### src/rtl/memmap_decoder.sv
module memmap_decoder #(
  parameter int     ADDR_W    = 16,
  parameter longint LOAD_ADDR = 64'h200,
  parameter longint REG_BASE  = (64'sd1 <<< ADDR_W) - (64'sd1 <<< (ADDR_W / 2)) - 1536 - 32
) (
  input  logic              clk,
  input  logic              rst_n,
  input  logic [ADDR_W-1:0] bus_addr,
  input  logic              bus_rd,
  input  logic              bus_wr,
  output logic [5:0]        region_sel,
  output logic [ADDR_W-1:0] region_off,
  output logic              decode_err
);
  localparam longint RSVD_L = (64'sd1 <<< ADDR_W) - (64'sd1 <<< (ADDR_W / 2));
  localparam longint VRAM_L = RSVD_L - 512;
  localparam longint HBUF_L = RSVD_L - 1536;
  localparam longint REGE_L = REG_BASE + 32;

  generate
    if ((ADDR_W % 2) != 0 || ADDR_W < 12 || ADDR_W > 62) begin : g_bad_width
      $error("memmap_decoder: ADDR_W must be even and within 12..62");
    end
    if (LOAD_ADDR <= 0 || LOAD_ADDR >= HBUF_L) begin : g_bad_load
      $error("memmap_decoder: load address must lie above 0 and below the host buffer base");
    end
    if (REG_BASE < LOAD_ADDR || REGE_L > HBUF_L) begin : g_bad_regs
      $error("memmap_decoder: register window must lie inside main RAM");
    end
  endgenerate

  localparam logic [ADDR_W-1:0] LOAD_A = ADDR_W'(LOAD_ADDR);
  localparam logic [ADDR_W-1:0] REG_A  = ADDR_W'(REG_BASE);
  localparam logic [ADDR_W-1:0] REGE_A = ADDR_W'(REGE_L);
  localparam logic [ADDR_W-1:0] HBUF_A = ADDR_W'(HBUF_L);
  localparam logic [ADDR_W-1:0] VRAM_A = ADDR_W'(VRAM_L);
  localparam logic [ADDR_W-1:0] RSVD_A = ADDR_W'(RSVD_L);

  logic              access;
  logic              in_low, in_regs, in_ram, in_hbuf, in_vram, in_rsvd;
  logic [5:0]        hit;
  logic [ADDR_W-1:0] base;

  assign access  = bus_rd | bus_wr;
  assign in_low  = bus_addr < LOAD_A;
  assign in_rsvd = bus_addr >= RSVD_A;
  assign in_vram = (bus_addr >= VRAM_A) && !in_rsvd;
  assign in_hbuf = (bus_addr >= HBUF_A) && (bus_addr < VRAM_A);
  assign in_regs = (bus_addr >= REG_A) && (bus_addr < REGE_A);
  assign in_ram  = !in_low && (bus_addr < HBUF_A) && !in_regs;
  assign hit     = {in_rsvd, in_vram, in_hbuf, in_regs, in_ram, in_low};

  always_comb begin
    if (in_rsvd)      base = RSVD_A;
    else if (in_vram) base = VRAM_A;
    else if (in_hbuf) base = HBUF_A;
    else if (in_regs) base = REG_A;
    else if (in_ram)  base = LOAD_A;
    else              base = '0;
  end

  assign region_sel = access ? hit : 6'b0;
  assign region_off = access ? (bus_addr - base) : '0;

  always_ff @(posedge clk) begin
    if (!rst_n) decode_err <= 1'b0;
    else        decode_err <= access && in_rsvd;
  end
endmodule

### config.mk
export PLATFORM = sky130hd
export DESIGN_NAME = memmap_decoder
export DESIGN_NICKNAME = d
export VERILOG_FILES = /design/src/rtl/memmap_decoder.sv
export SDC_FILE = /design/constraint.sdc
export NUM_CORES = 1
export LEC_CHECK = 0
export ABC_AREA = 1
export BUFFER_PORTS_ARGS = -buffer_cell sky130_fd_sc_hd__buf_2
export CORE_ASPECT_RATIO = 0.6
export CORE_UTILIZATION = 37
export DETAILED_ROUTE_END_ITERATION = 10
export HOLD_SLACK_MARGIN = 0.03
export PLACE_DENSITY = 0.68
export SKIP_CTS_REPAIR_TIMING = 1
export SYNTH_ARGS = -nofsm -noshare
export SYNTH_HDL_FRONTEND = slang
export SYNTH_SLANG_ARGS = --single-unit
### constraint.sdc
create_clock -name clk -period 4.75 [get_ports clk]
set_input_delay 0.475 -clock clk [delete_from_list [all_inputs] [get_ports clk]]
set_output_delay 0.475 -clock clk [all_outputs]
set_load 0.02 [all_outputs]
Word level (Yosys, flattened, before mapping) --
Index checks and enable logic that the tools add are counted. W data, S select, Z words.
Word-level totals: bits in registers 1, output and inout port bits 23, logic and storage cells 26
Cells by class: $add $sub $neg 1, $lt $le $gt $ge 7, mux-type cells 7, bitwise gates (word level) 1, reduce and logical (&&, ||, !) cells 9
Operators by type and width (number):
- $mux W16 | 5
- $ge A16 B16 Y1 const B | 4
- $lt A16 B16 Y1 const B | 2
- $lt A16 B10 Y1 const B | 1
- $sub A16 B16 Y16 | 1
- $mux W10 | 1
- $logic_and A1 B1 Y1 | 6
- $mux W6 | 1
- $logic_not A1 Y1 | 3
- $or A1 B1 Y1 | 1

Logic depth before layout (Yosys ltp) --
Gate-level depths: netlist (run 1).
depth after elaboration 11, mapped depth 17

Worst setup path after synthesis (run 1) --
No wires, ideal clock.
path type input to output, start point input port bus_addr[8], end point output port region_off[13], arrival time 2.171 ns, required time 4.275 ns, slack 2.104 ns, stages 16, path buffers 0, path through inv_1 > nand2_1 > inv_1 > nand2_1 > nor2_1 > nand2_1 > inv_1 > ha_1 > fa_1 > inv_1 > nand3_1 > nand3_1 > nand2_1 > nand2_1 > nor2_1 > nor2_1
Between the ends: word-level cells in the longest chain between the ends 11, elaborated cells on any way between the ends 22, classes of those cells 1 x add/sub; 7 x order compare; 6 x mux; 8 x reduce/logical
RTL lines:
- from (decl) | line 8 | input logic [ADDR_W-1:0] bus_addr,
- $lt A16 B10 Y1 (tied with other cells) | line 45 | assign in_low = bus_addr < LOAD_A;
- $logic_not A1 Y1 or $logic_and A1 B1 Y1 (tied branches) | line 50, 49
- $logic_and A1 B1 Y1 or $logic_not A1 Y1 (tied branches) | line 50 | assign in_ram = !in_low && (bus_addr < HBUF_A) && !in_regs;
- $logic_and A1 B1 Y1 | line 50
- $mux W10 | line 58 | else if (in_ram) base = LOAD_A;
- $mux W16 | line 57 | else if (in_regs) base = REG_A;
- $mux W16 | line 56 | else if (in_hbuf) base = HBUF_A;
- $mux W16 | line 55 | else if (in_vram) base = VRAM_A;
- $mux W16 | line 54 | if (in_rsvd) base = RSVD_A;
- $sub A16 B16 Y16 * | line 63 | assign region_off = access ? (bus_addr - base) : '0;
- $mux W16 * | line 63
- to (decl) | line 12 | output logic [ADDR_W-1:0] region_off,
Every way passes the cells marked *; elsewhere a longest branch is shown, timed or not.

Final worst setup path (run 1) --
start point input port bus_addr[9], end point output port region_off[13]
Same word-level chain as after synthesis.

==> results of run 1 <==
-- how the worst max path moves through the flow --
stage	to	depth (start not counted)
6_report	region_off[13]	19
4_1_cts	region_off[13]	18
2_1_floorplan	region_off[13]	16
3_5_place_dp	region_off[13]	18
5_1_grt	region_off[13]	18
3_3_place_gp	region_off[11]	18
-- critical path, stage by stage --
cell	delay, ns
sky130_fd_sc_hd__buf_2	0.11
sky130_fd_sc_hd__inv_1	0.05
sky130_fd_sc_hd__nand2_1	0.05
sky130_fd_sc_hd__inv_1	0.06
sky130_fd_sc_hd__nand2_1	0.08
sky130_fd_sc_hd__nor2_1	0.04
sky130_fd_sc_hd__nand2_1	0.15
sky130_fd_sc_hd__inv_1	0.10
sky130_fd_sc_hd__ha_1	0.22
sky130_fd_sc_hd__fa_1	0.37
sky130_fd_sc_hd__inv_1	0.14
sky130_fd_sc_hd__nand3_1	0.09
sky130_fd_sc_hd__nand3_1	0.14
sky130_fd_sc_hd__nand2_1	0.07
sky130_fd_sc_hd__nand2_1	0.08
sky130_fd_sc_hd__nand2_1	0.05
sky130_fd_sc_hd__nand2_1	0.05
sky130_fd_sc_hd__nor2_1	0.04
sky130_fd_sc_hd__buf_2	0.15
-- synth_stat cells --
cell	number	area [um^2]
sky130_fd_sc_hd__nand2_2	4	25.0
sky130_fd_sc_hd__nor2_1	35	131
sky130_fd_sc_hd__nand3_2	2	20.0
sky130_fd_sc_hd__a21boi_0	1	7.51
sky130_fd_sc_hd__o21ai_0	1	5.00
sky130_fd_sc_hd__a21oi_2	1	8.76
sky130_fd_sc_hd__nand3_1	9	45.0
sky130_fd_sc_hd__nand2_1	49	184
sky130_fd_sc_hd__nand4_1	2	12.5
sky130_fd_sc_hd__nor3_1	3	15.0
sky130_fd_sc_hd__fa_1	1	20.0
sky130_fd_sc_hd__dfxtp_1	1	20.0
sky130_fd_sc_hd__xnor2_1	2	17.5
sky130_fd_sc_hd__buf_2	1	5.00
sky130_fd_sc_hd__nor2_2	5	31.3
sky130_fd_sc_hd__inv_1	29	109
sky130_fd_sc_hd__ha_1	10	125
sky130_fd_sc_hd__nor3b_1	1	7.51
sky130_fd_sc_hd__a21oi_1	6	30.0
-- area by class of cell --
type / instances / area [um^2]
fillers: 207 / 907
multi-input cells: 132 / 686
repair buffers: 42 / 210
inverters: 29 / 109
well taps: 28 / 35.0
flip-flops and latches: 1 / 20.0
-- metal layers --
metal | part of all wire [%] | wire length (um)
met1 | 51 | 1170
met2 | 41 | 940
met3 | 7.3 | 166
met4 | 0 | 0
met5 | 0 | 0
-- report_power, final --
| group | total [mW] | switching [mW] | leakage (nW) | internal, mW |
|---|---|---|---|---|
| Sequential | 0.00859 | 0.00000188 | 0.00805 | 0.00858 |
| Combinational | 0.103 | 0.0655 | 0.686 | 0.0373 |
| Clock | 0 | 0 | 0 | 0 |
| Total | 0.111 | 0.0655 | 0.694 | 0.0459 |
-- stage by stage --
stage          worst slack (ns)  hold slack (ns)  total power, mW  area (um^2)  utilization, %
2_1_floorplan              2.10            0.642           0.0795          820               -
4_1_cts                    1.76            0.746            0.111         1060            53.9
5_1_grt                    1.52            0.755            0.122         1060            53.9
3_5_place_dp               1.77            0.746            0.111         1060            53.9
6_report                   1.74            0.743            0.111         1060            53.9
3_3_place_gp               1.82            0.742            0.110         1060            53.9
-- kinds of logic after synthesis --
kind of cell / Yosys count
AOI/OAI and AO/OA: 9
xor gates and xnor gates: 2
adders and majority gates: 11
buffers and inverters: 30
DFF: 1
and+or+nand+nor: 110
==> results.py, run 1 <==
metrics = {
    "die": {
        "fp.dieArea_um2": 2410,
        "floorplan.core_area_um2": 1970,
        "initial_standard_cell_utilization_of_the_core_pct": 41.7,
        "floorplan.die.width_um": 62.8,
        "design.portCount": 43,
        "placementRows": 12,
        "floorplan.die.height_um": 38.5,
    },
    "global_route": {
        "grt.total_usage_pct": 18.8,
        "wire_length_of_the_first_global_routing_pass_um": 3640,
        "met1_usage_pct": 27.1,
        "groute.layer.met3.usage_pct": 1.79,
        "global_route.usage.met2_pct": 31.0,
        "grt_most_used_layer": "met2",
        "grt_antenna_before_repair": 0,
        "largest_net_degree_at_the_start_of_global_routing": 17,
        "overflow": 0,
        "via_count_of_the_first_global_routing_pass": 844,
    },
    "outcome": {
        "run_status": "finished, final reports clean",
    },
    "final_layout": {
        "top_register": "decode_err",
        "layout_common_cells": "49 x sky130_fd_sc_hd__nand2_1, 42 x sky130_fd_sc_hd__buf_2, 35 x sky130_fd_sc_hd__nor2_1",
        "largestRegisters": "decode_err (1)",
        "final_non_filler_cell_total": 232,
        "syn_to_final_growth_pct": 29.3,
        "post_route_cells_drive_above_1_share_pct": 26.5,
        "largest_reg_flops": 1,
        "final_net_count": 237,
        "antennaDiodeCount": 0,
        "most_common_cell_after_layout_fill_and_taps_aside": "sky130_fd_sc_hd__nand2_1",
    },
    "worst_setup_path": {
        "critical_path.max_fanout": 4,
        "critical_path.endpoint_type": "primary output",
        "start_kind": "input pin",
        "worst-endpoint-required_ns": 4.28,
        "cp_data_arrival_time_ns": 2.54,
        "path_class": "in2out",
        "crit_start": "bus_addr[9]",
    },
    "pwr": {
        "worst_ir_drop_vdd_v": 0.0000420,
        "power_density_nw_per_um2": 105,
        "p_leak_nw": 0.694,
    },
    "drt": {
        "detailedRoute.firstIterationViolations": 91,
        "routedWlPerCell_um": 9.80,
        "drt-pass1-iter-count": 4,
        "drtAntennaViolNets": 0,
        "dr_total_vias": 1080,
        "drt-total-wl_um": 2270,
        "drt-vias-per-instance": 4.66,
        "detail_route.drc_violations": 0,
    },
    "synth": {
        "synthAdderAreaFrac_pct": 17.7,
        "synth.lib_cells_used.distinct": 19,
        "post_synth_mux_area_share_pct": 0,
        "synth_nets": 194,
        "yosys_warnings": 0,
        "synth-seq-cells": 1,
        "seq_area_frac_synth_pct": 2.44,
        "synth_compound_gate_area_share_pct": 6.26,
        "synth_top_family_by_area": "simple AND/OR/NAND/NOR gates",
        "netlist_instances": 163,
        "syn_area_per_cell_um2": 5.03,
        "synth_xor_area_share_pct": 2.14,
        "yosys.area_share.simple_pct": 57.6,
        "syn-cell-area_um2": 820,
    },
    "place": {
        "port_buffers": 42,
        "numPlacedInstances": 232,
        "final_hpwl_from_detailed_placement_um": 1920,
        "routabilityCongestion": 0.932,
    },
    "clock_network": {
        "path_clk_slew_ns": 0,
    },
    "timing": {
        "slew-limit-headroom_pct": 37.4,
        "setup-tns-final_ns": 0,
        "max_clock_freq_ghz": 0.332,
        "report.final.setup_viol": 0,
        "min_period_ns": 3.01,
        "max_slew.worst_pin.slew_ns": 0.935,
        "grt_setup_unrepaired": "false",
        "timing_max_transition_violations_final": 0,
        "report.final.hold_viol_count": 0,
        "period_share_pct": 63.4,
    },
    "worst_hold_path": {
        "worst_hold_startpoint": "rst_n",
        "holdCritPathClass": "in2reg",
        "worstHoldPathCells": 2,
        "min_delay_worst_endpoint": "decode_err",
    },
    "run": {
        "max-cap-violations": 0,
    },
}
Note: power is estimated with default switching activity, not from simulation.
==> run 2: changes to the inputs <==
ABC_AREA = 0   (was 1)
CORE_ASPECT_RATIO = default   (was 0.6)
PLACE_DENSITY = 0.7   (was 0.68)
clock period = 3 ns   (was 4.75 ns; I/O delays follow)
==> results.py, run 2 <==
metrics = {
    "timing": {
        "setup-tns-final_ns": 0,
        "setup_ws_ns": 0.176,
        "grt_setup_unrepaired": "false",
        "report.final.setup_viol": 0,
        "period_share_pct": 94.1,
        "timing_max_transition_violations_final": 0,
        "min_period_ns": 2.82,
        "max_clock_freq_ghz": 0.354,
        "report.final.hold_viol_count": 0,
        "slew-limit-headroom_pct": 67.6,
        "max_slew.worst_pin.slew_ns": 0.485,
    },
    "worst_hold_path": {
        "worst_hold_startpoint": "rst_n",
        "min_delay_worst_endpoint": "decode_err",
        "holdCritPathClass": "in2reg",
        "worstHoldPathCells": 2,
    },
    "final_layout": {
        "post_route_cells_drive_above_1_share_pct": 33.8,
        "stdcell_area_um2": 986,
        "syn_to_final_growth_pct": 37.0,
        "most_common_cell_after_layout_fill_and_taps_aside": "sky130_fd_sc_hd__buf_2",
        "footprint_of_the_multi_input_gates_um2": 691,
        "top_register": "decode_err",
        "layout_common_cells": "42 x sky130_fd_sc_hd__buf_2, 14 x sky130_fd_sc_hd__nor2_1, 11 x sky130_fd_sc_hd__nand2_1",
        "largestRegisters": "decode_err (1)",
        "final_net_count": 184,
        "final_non_filler_cell_total": 176,
        "filler_cell_count": 193,
        "largest_reg_flops": 1,
        "antennaDiodeCount": 0,
        "seqCellArea_um2": 20.0,
    },
    "synth": {
        "number_of_flops_mapped_to_enable_cells_by_yosys": 0,
        "synth_nets": 140,
        "synth_largest_type_area_fraction_pct": 17.4,
        "synth.lib_cells_used.distinct": 38,
        "syn-cell-area_um2": 719,
        "yosysTopAreaCell": "sky130_fd_sc_hd__ha_1",
        "synth.top_cells.by_count": "14 x sky130_fd_sc_hd__nor2_1, 11 x sky130_fd_sc_hd__nand2_1, 10 x sky130_fd_sc_hd__ha_1, 9 x sky130_fd_sc_hd__nor3_1, 7 x sky130_fd_sc_hd__nor2b_1",
        "netlist_instances": 109,
        "syn_area_per_cell_um2": 6.60,
        "synth.area.top_cells": "sky130_fd_sc_hd__ha_1 17%, sky130_fd_sc_hd__nor2_1 7.3%, sky130_fd_sc_hd__nor3_1 6.3%, sky130_fd_sc_hd__nor2b_1 6.1%, sky130_fd_sc_hd__nand2_1 5.7%",
        "yosys_warnings": 0,
        "most_frequently_used_cell_type_in_the_post_synthesis_netlist": "sky130_fd_sc_hd__nor2_1",
        "synth-seq-cells": 1,
        "seq_area_frac_synth_pct": 2.78,
        "synthArstFlopShare_pct": 0,
        "ys_dominant_reg_cell": "sky130_fd_sc_hd__dfxtp_1",
    },
    "worst_setup_path": {
        "path_cells": "buf_2 > nor4_1 > nand2_1 > a22oi_1 > ha_1 > and2_1 > a31o_2 > nor4_4 > o221ai_1 > o31ai_1 > buf_2",
        "critical_path.max_fanout": 7,
        "path_class": "in2out",
        "critical_path.endpoint_type": "primary output",
        "worst-endpoint-required_ns": 2.70,
        "critPathBufInv": 2,
        "crit_slowest_cell": "sky130_fd_sc_hd__ha_1",
        "crit_start": "bus_addr[10]",
        "critPathTopFamily": "simple AND/OR/NAND/NOR gates",
        "cpPeakStageDelay_ns": 0.33,
        "start_kind": "input pin",
        "timing.critical_path.mode_cell": "sky130_fd_sc_hd__buf_2",
        "cp_data_arrival_time_ns": 2.52,
    },
    "outcome": {
        "run_status": "finished, final reports clean",
    },
    "global_route": {
        "overflow": 0,
        "via_count_of_the_first_global_routing_pass": 797,
        "groute.layer.met3.usage_pct": 0,
        "grt_most_used_layer": "met2",
        "met1_usage_pct": 25.2,
        "grt.total_usage_pct": 18.9,
        "largest_net_degree_at_the_start_of_global_routing": 14,
        "grt_antenna_before_repair": 0,
        "global_route.usage.met2_pct": 34.9,
        "wire_length_of_the_first_global_routing_pass_um": 3130,
    },
    "pwr": {
        "worst_ir_drop_vdd_v": 0.0000942,
        "internal-power_uw": 77.8,
        "power.sequential.fraction_pct": 7.8,
        "power_density_nw_per_um2": 178,
        "design_power_total_uw": 175,
        "clock_power_share_pct": 0,
        "p_switching_uw": 97.2,
        "power.switching_fraction_pct": 55.5,
        "comb_power_share_pct": 92.2,
        "p_leak_nw": 0.500,
    },
    "die": {
        "initial_standard_cell_utilization_of_the_core_pct": 40.4,
        "floorplan.core_area_um2": 1780,
        "floorplan.die.width_um": 46.1,
        "design.portCount": 43,
        "floorplan.die.height_um": 46.1,
        "placementRows": 15,
        "fp.dieArea_um2": 2120,
    },
    "drt": {
        "drt-pass1-iter-count": 4,
        "drtAntennaViolNets": 0,
        "detail_route.drc_violations": 0,
        "routedWlPerCell_um": 11.1,
        "drt-total-wl_um": 1950,
        "detailedRoute.firstIterationViolations": 17,
        "drt-vias-per-instance": 5.35,
        "dr_total_vias": 941,
    },
    "run": {
        "max-cap-violations": 0,
    },
    "place": {
        "place_area_um2": 968,
        "final_hpwl_from_detailed_placement_um": 1700,
        "place_ws_ns": 0.107,
        "port_buffers": 42,
        "routabilityCongestion": 0.754,
        "numPlacedInstances": 176,
    },
    "clock_network": {
        "path_clk_slew_ns": 0,
    },
}
-- run 2: cell count changes after synthesis, moves of 6 or more --
cell and delta:
sky130_fd_sc_hd__nand2_1 -38, sky130_fd_sc_hd__inv_1 -24, sky130_fd_sc_hd__nand3_1 -6, sky130_fd_sc_hd__nor2b_1 +7, sky130_fd_sc_hd__nor2_1 -21, sky130_fd_sc_hd__nor3_1 +6
-- run 2: layout make-up --
cell class	count	share of cell area, %
inverter	5	1.90
multi-input combinational	101	70.1
sequential	1	2.03
tap	25	3.17
timing repair buffer	44	22.8
-- run 2: stage by stage --
step,utilization [%],hold slack [ns]
after detailed placement,54.3,0.537
final,55.3,0.533
after CTS,54.3,0.537
after floorplan,-,0.446
after global routing,55.3,0.547
after global placement,54.3,0.535
-- run 2: logic make-up (layout without fill, tap and decap cells) --
| group | Yosys count | after routing | share of synthesized area, % |
|---|---|---|---|
| xor+xnor | 5 | 5 | 6.09 |
| flops | 1 | 1 | 2.78 |
| compound gates | 25 | 25 | 24.3 |
| simple gates | 60 | 60 | 43.0 |
| buf+inv | 7 | 49 | 3.65 |
| fa+ha+maj | 11 | 11 | 20.2 |
-- run 2: power groups by stage --
stage                     clock network [mW]  registers, mW  logic, mW
after CTS                                  0         0.0136      0.159
final                                      0         0.0136      0.161
after floorplan                            0         0.0136      0.105
after global routing                       0         0.0136      0.179
after detailed placement                   0         0.0136      0.158
after global placement                     0         0.0136      0.155
-- run 2: worst max path at each step --
| stage | slack, ns | cells past startpoint | end |
|---|---|---|---|
| global route | 0.006 | 13 | region_off[15] |
| CTS | 0.10 | 13 | region_off[15] |
| finish | 0.18 | 11 | region_off[14] |
| detailed placement | 0.11 | 13 | region_off[15] |
| global placement | 0.19 | 11 | region_off[14] |
| floorplan | 0.29 | 11 | region_off[15] |
-- run 2: routing by layer --
layer / part of all wire [%] / routed length [um]
met1: 48 / 931
met2: 47 / 918
met3: 5.3 / 103
met4: 0 / 0
met5: 0 / 0
